`config.mk`:
```
export PLATFORM = sky130hd
export DESIGN_NAME = pwr_seq_arb
export DESIGN_NICKNAME = d
export VERILOG_FILES = /design/src/rtl/pwr_seq_pkg.sv /design/src/rtl/pwr_seq_cnt.sv /design/src/rtl/pwr_seq_reqtrack.sv /design/src/rtl/pwr_seq_arb.sv
export SDC_FILE = /design/constraint.sdc
export NUM_CORES = 1
export LEC_CHECK = 0
export BUFFER_PORTS_ARGS = -buffer_cell sky130_fd_sc_hd__buf_4
export CORE_UTILIZATION = 51
export DETAILED_ROUTE_END_ITERATION = 8
export GPL_ROUTABILITY_DRIVEN = 0
export PLACE_DENSITY = 0.79
export SLEW_MARGIN = 20
export SYNTH_ARGS = -nofsm -noshare
export SYNTH_HDL_FRONTEND = slang
export SYNTH_SLANG_ARGS = --single-unit
```
`constraint.sdc`:
```
create_clock -name clk -period 2.3 [get_ports clk]
set_input_delay 0.23 -clock clk [delete_from_list [all_inputs] [get_ports clk]]
set_output_delay 0.23 -clock clk [all_outputs]
set_load 0.02 [all_outputs]
```
`src/rtl/pwr_seq_pkg.sv`:
```
package pwr_seq_pkg;
    typedef enum logic [1:0] {
        ST_IDLE   = 2'd0,
        ST_MERGE  = 2'd1,
        ST_RUN    = 2'd2,
        ST_SETTLE = 2'd3
    } seq_state_t;
endpackage

```
`src/rtl/pwr_seq_cnt.sv`:
```
module pwr_seq_cnt #(
    parameter int MAXV = 100,
    localparam int CW = $clog2(MAXV + 1)
) (
    input  logic          clk,
    input  logic          clr,
    output logic [CW-1:0] cnt
);
    always_ff @(posedge clk) begin
        if (clr)
            cnt <= '0;
        else if (cnt != CW'(MAXV))
            cnt <= cnt + 1'b1;
    end
endmodule

```
`src/rtl/pwr_seq_reqtrack.sv`:
```
module pwr_seq_reqtrack #(
    parameter int NCH = 2
) (
    input  logic           clk,
    input  logic           rst,
    input  logic [NCH-1:0] req,
    input  logic [NCH-1:0] grant,
    output logic [NCH-1:0] pend
);
    logic [NCH-1:0] served_q;

    for (genvar g = 0; g < NCH; g++) begin : g_ch
        always_ff @(posedge clk) begin
            if (rst)
                served_q[g] <= 1'b0;
            else
                served_q[g] <= (served_q[g] & req[g]) | grant[g];
        end
        assign pend[g] = req[g] & ~served_q[g];
    end
endmodule

```
`src/rtl/pwr_seq_arb.sv`:
```
module pwr_seq_arb
    import pwr_seq_pkg::*;
#(
    parameter int NCH      = 2,
    parameter int WIN_CYC  = 10,
    parameter int TMR_CYC  = 5_000_000,
    parameter int SET_CYC  = 5_000_000,
    parameter bit USE_IDLE = 1'b1
) (
    input  logic           clk,
    input  logic           rst,
    input  logic [NCH-1:0] on_req,
    input  logic           indep_mode,
    input  logic           tmr_low,
    output logic [NCH-1:0] ch_start,
    output logic           tmr_run
);
    localparam int MAXC = (TMR_CYC > SET_CYC) ? TMR_CYC : SET_CYC;
    localparam int CW   = $clog2(MAXC + 1);

    seq_state_t     state, state_n;
    logic [CW-1:0]  cnt;
    logic           cnt_clr;
    logic [NCH-1:0] pend, sel, grant;
    logic           merge_end, run_end, settle_ok;

    pwr_seq_reqtrack #(.NCH(NCH)) i_track (
        .clk   (clk),
        .rst   (rst),
        .req   (on_req),
        .grant (grant),
        .pend  (pend)
    );

    pwr_seq_cnt #(.MAXV(MAXC)) i_cnt (
        .clk (clk),
        .clr (cnt_clr),
        .cnt (cnt)
    );

    assign merge_end = (cnt == CW'(WIN_CYC - 1));
    assign run_end   = (cnt == CW'(TMR_CYC - 1));
    assign settle_ok = (cnt >= CW'(SET_CYC - 1)) && (!USE_IDLE || tmr_low);

    always_comb begin
        if (indep_mode)
            sel = pend;
        else
            sel = (&pend) ? '1 : '0;
        grant = (state == ST_IDLE || state == ST_MERGE) ? sel : '0;
    end

    always_comb begin
        state_n = state;
        unique case (state)
            ST_IDLE:   if (|grant)    state_n = ST_MERGE;
            ST_MERGE:  if (merge_end) state_n = ST_RUN;
            ST_RUN:    if (run_end)   state_n = ST_SETTLE;
            ST_SETTLE: if (settle_ok) state_n = ST_IDLE;
            default:                  state_n = ST_IDLE;
        endcase
    end

    assign cnt_clr = rst || (state == ST_IDLE) || (state == ST_RUN && run_end);

    always_ff @(posedge clk) begin
        if (rst)
            state <= ST_IDLE;
        else
            state <= state_n;
    end

    always_ff @(posedge clk) begin
        if (rst) begin
            ch_start <= '0;
            tmr_run  <= 1'b0;
        end else begin
            ch_start <= grant;
            tmr_run  <= (state_n == ST_MERGE) || (state_n == ST_RUN);
        end
    end

    a_r2_start_in_period: assert property (@(posedge clk) disable iff (rst)
        (|ch_start) |-> tmr_run);

    a_r2_run_length: assert property (@(posedge clk) disable iff (rst)
        $fell(tmr_run) |-> ($past(cnt) == CW'(TMR_CYC - 1)));

    a_r8_paired_start: assert property (@(posedge clk) disable iff (rst)
        ((|ch_start) && !$past(indep_mode)) |-> (&ch_start));

    a_r5_idle_gate: assert property (@(posedge clk) disable iff (rst)
        (state == ST_IDLE && $past(state) == ST_SETTLE) |-> (!USE_IDLE || $past(tmr_low)));

    for (genvar g = 0; g < NCH; g++) begin : g_chk
        a_r7_single_pulse: assert property (@(posedge clk) disable iff (rst)
            ch_start[g] |=> !ch_start[g]);
        a_r6_start_needs_req: assert property (@(posedge clk) disable iff (rst)
            ch_start[g] |-> $past(on_req[g]));
    end
endmodule

```
# Yosys cells after proc, flatten, opt, wreduce, memory -nomap -nowiden

Cells that the tools add are included.

Register bits: 30
Latch bits: 0
RAM bits: 0
Bits in read-only memories: 0
Input port bits: 6
Output and inout port bits: 3
Logic and storage cells: 41
Memories kept: 0

Add/subtract/negate cells: 1
Multipliers: 0
Divide/modulo/power cells: 0
$lt $le $gt $ge: 1
Equal/unequal tests: 8
Shifts and indexed selects: 0
Mux-type cells: 8
Bitwise operators: 8
Reductions and logical operators: 9

Operator list:

| kind                                                                   | count |
|---|---|
| 23-bit by 1-bit adder with 23-bit output, second input constant        | 1 |
| 23-bit equality test, second input constant                            | 1 |
| 23-bit by 4-bit equality test with 1-bit output, second input constant | 1 |
| 23-bit greater-or-equal comparator, second input constant              | 1 |
| 23-bit != test, second input constant                                  | 1 |
| 2-bit 2-to-1 mux                                                       | 7 |
| 2-bit case mux with 4 select lines                                     | 1 |
| 2-bit equality test, second input constant                             | 3 |
| 1-bit bitwise AND                                                      | 4 |
| 2-bit by 1-bit equality test with 1-bit output, second input constant  | 2 |
| 1-bit logical OR                                                       | 4 |
| 1-bit logical AND                                                      | 2 |
| 2-bit zero test                                                        | 1 |
| 1-bit inverter                                                         | 2 |
| 1-bit OR                                                               | 2 |
| 2-bit AND reduction                                                    | 1 |
| 2-bit OR reduction                                                     | 1 |

# Logic depth before layout (Yosys ltp)

Word-level depth: 11
Depth in mapped cells: 7
Gate-level depth less buffers: 7

# Modules after synthesis

Synthesis repeated with hierarchy kept, for this count alone.

Cell total of the unflattened synthesis: 187
Area, all modules: 1659.1 sq um

By module, submodules not included:

| module           | times used | cells each | area an instance (sq um) | sequential area each (sq um) |
|---|---|---|---|---|
| pwr_seq_cnt      | 1          | 129        | 1171.1                   | 460.4 |
| pwr_seq_arb      | 1          | 50         | 412.9                    | 100.1 |
| pwr_seq_reqtrack | 1          | 8          | 75.1                     | 40.0 |

# Least setup slack after synthesis

OpenSTA, ideal clock, no wires.

Path kind: flip-flop to flip-flop
Start point: register i_cnt.cnt[13]
End point: register i_cnt.cnt[0]
Library setup time: 0.115 ns
Data arrival time: 1.629 ns
Data required time: 2.185 ns
Slack: 0.556 ns
Cell stages (with the launch flop): 8
Buffers on the path: 2
Period minus slack after synthesis: 1.744 ns
Path through: dfxtp_1 -> clkbuf_1 -> nor4_1 -> nand3_1 -> o31a_1 -> o21bai_4 -> buf_4 -> nor2_1

Word-level cells in the longest chain between the ends: 3
Elaborated cells between the ends (all ways): 4
Classes of those cells: eq/ne: 2; reduce/logical: 2

RTL lines:

| element                | line              | RTL |
|---|---|---|
| from (decl)            | pwr_seq_cnt.sv:7  | `output logic [CW-1:0] cnt` |
| from (signal assigned) | pwr_seq_cnt.sv:13 | `cnt <= cnt + 1'b1;` |
| 23-bit equality test   | pwr_seq_arb.sv:42 | `assign run_end = (cnt == CW'(TMR_CYC - 1));` |
| 1-bit logical AND      | pwr_seq_arb.sv:64 | `assign cnt_clr = rst \|\| (state == ST_IDLE) \|\| (state == ST_RUN && run_end);` |
| 1-bit logical OR       | pwr_seq_arb.sv:64 |  |

Several ways; a longest one is shown, not always the timed one.
A chain may end at the register's enable or synchronous reset.

# Final worst setup path

Start point: register i_cnt.cnt[12]
End point: register i_cnt.cnt[9]

The elaborated chain is that of the path after synthesis.

==> impl_metrics.ini <==
[run_status]
outcome = complete, no violations

[clock_network]
clk_latency_ps = 320
path_clk_slew_ps = 80
cts_sinks = 30
cts_made_buffers = 5
cts_root_buf = clkbuf_4
cts_tree = yes
hold_buffers = 0
cts.repair.resized = 0
clk_path_buf_depth = 2
post_cts_buffers = 0
h-tree-depth = 2

[logic_synthesis]
synth_cell_types = 33
syn_area_um2 = 1480
synthCells = 170
synth-edff-count = 0
synth_warnings = 0
synth_top_flop_cell = dfxtp_1
yosys.cell_count.top_type = dfxtp_1
yosysTopAreaCellShare = 0.405
synth_seq_area_share = 0.405
ys_ff_latch = 30
synth_top_cell_by_area = dfxtp_1
synthTopCellsByCount = dfxtp_1, nor2_1, xor2_1, nand2_1, nand3_1
syn-mean-instance-area_um2 = 8.72
synth_fp_nets = 179
async_flop_share = 0
ys_top_cells_by_area = dfxtp_1, xor2_1, nor2_1

[timing]
skew_ps = 3.77
fin_ws_ps = 248
fmax_mhz = 487
drv_slew = 0
post-route-period-util = 0.892
hold_viol = 0
tightest_slew_ps = 546
finalSetupViolations = 0
slew-limit-headroom = 0.627
finalSetupTns_ps = 0
post-route-min-period_ps = 2050
rsz0062_at_grt = false

[drt]
drt_pass1_iterations = 4
drtIter0Drc = 63
drt-total-wl_mm = 2.94
via_per_inst = 5.78
route.vias.total = 1220
drc = 0
ant_nets = 0
avgRoutedWirePerCell_um = 13.9

[pwr]
netSwitchingPower_w = 0.000202
p_int_w = 0.000669
pwr-share-comb = 0.060
fin_total_pwr_w = 0.000871
pwr-share-seq = 0.617
switching_share = 0.232
ir_worst_vdd_uv = 489
p_leak_nw = 0.554
p_clk_frac = 0.323
cellPowerDensity_nw_per_um2 = 544

[final_layout]
nets = 189
drive_above_1_share = 0.106
diodes = 0
area_delta_synth_final_pct = 7.93

[critical_path]
crit_buf_inv = 0
cp.arrival_ps = 2250
cp-end-kind = register
critPathSlowestCell = o21bai_4
critical_path.top_delay_family = compound AO/OA/AOI/OAI gates
start_kind = register
max_stage_delay_ps = 440
worstPathRequired_ps = 2490
critical_path.cell_chain = nor4_1 -> nand3_1 -> o31a_1 -> o21bai_4 -> nor2_1
critical_path_class = register to register
crit_fanout = 23

[grt]
grt_pass1_vias = 1207
grt_pass1_wl_mm = 5.21
grt_overflow_total = 0
antenna_found_initial = 0
grt_usage = 0.216
grt_start_max_net_pins = 24

[floorplanning]
die_h_um = 55.9
rows = 19
core-area_um2 = 2760
start_util = 0.538
die_x_um = 55.9
io_pins = 9
die_area_um2 = 3130

[flow_run]
cap_viol_max_count = 0

[placed_design]
dp_hpwl_mm = 2.10
io_buffer_count = 8
pre_cts_ws_ps = 258

[min_path]
hold_class = input pin to register
[logic make-up after synthesis]
logic type                 count (synthesis)  share of synthesized area
DFF                                       30                      0.405
xor gates and xnor gates                  21                      0.124
adders and majority gates                  4                     0.0321
buffers and inverters                     11                     0.0354
muxes                                      1                    0.00675
and+or+nand+nor                           84                      0.296
AOI/OAI and AO/OA                         19                      0.100
[flip-flops by register name, summed over array words and instances (netlist names)]
name              count
state                 2
tmr_run               1
i_track.served_q      2
ch_start              2
i_cnt.cnt            23
[power groups by stage]
stage	clock network (W)	logic [W]	registers [W]
after floorplan	0	0.0000301	0.000553
after global placement	0	0.0000506	0.000549
after detailed placement	0	0.0000527	0.000550
after CTS	0.000289	0.0000532	0.000537
after global routing	0.000317	0.0000583	0.000539
final	0.000281	0.0000526	0.000537
[per-layer routing]
layer	share of wire	track usage
met1	0.47	0.257
met2	0.47	0.356
met3	0.045	0.0791
met4	0.017	0.0801
met5	0	0
[cell usage in the layout, fill, tap and decap left out, types with 6 or more instances in the layout]
| cell | n |
|---|---|
| buf_4 | 9 |
| dfxtp_1 | 30 |
| nand2_1 | 12 |
| nand3_1 | 10 |
| nand4_1 | 6 |
| nor2_1 | 27 |
| xnor2_1 | 8 |
| xor2_1 | 13 |
[stage by stage]
step           utilization  area (um^2)  hold slack [ps]  instances
2_1_floorplan            -         1480              302        170
3_3_place_gp         0.564         1560              434        204
3_5_place_dp         0.564         1560              447        204
4_1_cts              0.580         1600              110        211
5_1_grt              0.580         1600              107        211
6_report             0.580         1600              119        211
[final cells by class]
class,count,area [um^2]
flip-flops and latches,30,601
inverters,5,18.8
clock buffers,7,45.0
multi-input cells,129,830
repair buffers,9,67.6
well taps,31,38.8
fillers,260,1160
[path summary, 6_finish.rpt]
check | startpoint | to | slack [ps] | depth (start not counted)
hold / removal | rst | state[1] | 120 | 2
setup reg to reg | i_cnt.cnt[12] | i_cnt.cnt[9] | 250 | 5
hold reg to reg | i_track.served_q[1] | i_track.served_q[1] | 450 | 2
setup / recovery | i_cnt.cnt[12] | i_cnt.cnt[9] | 250 | 5
Note: power is estimated with default switching activity, not from simulation.
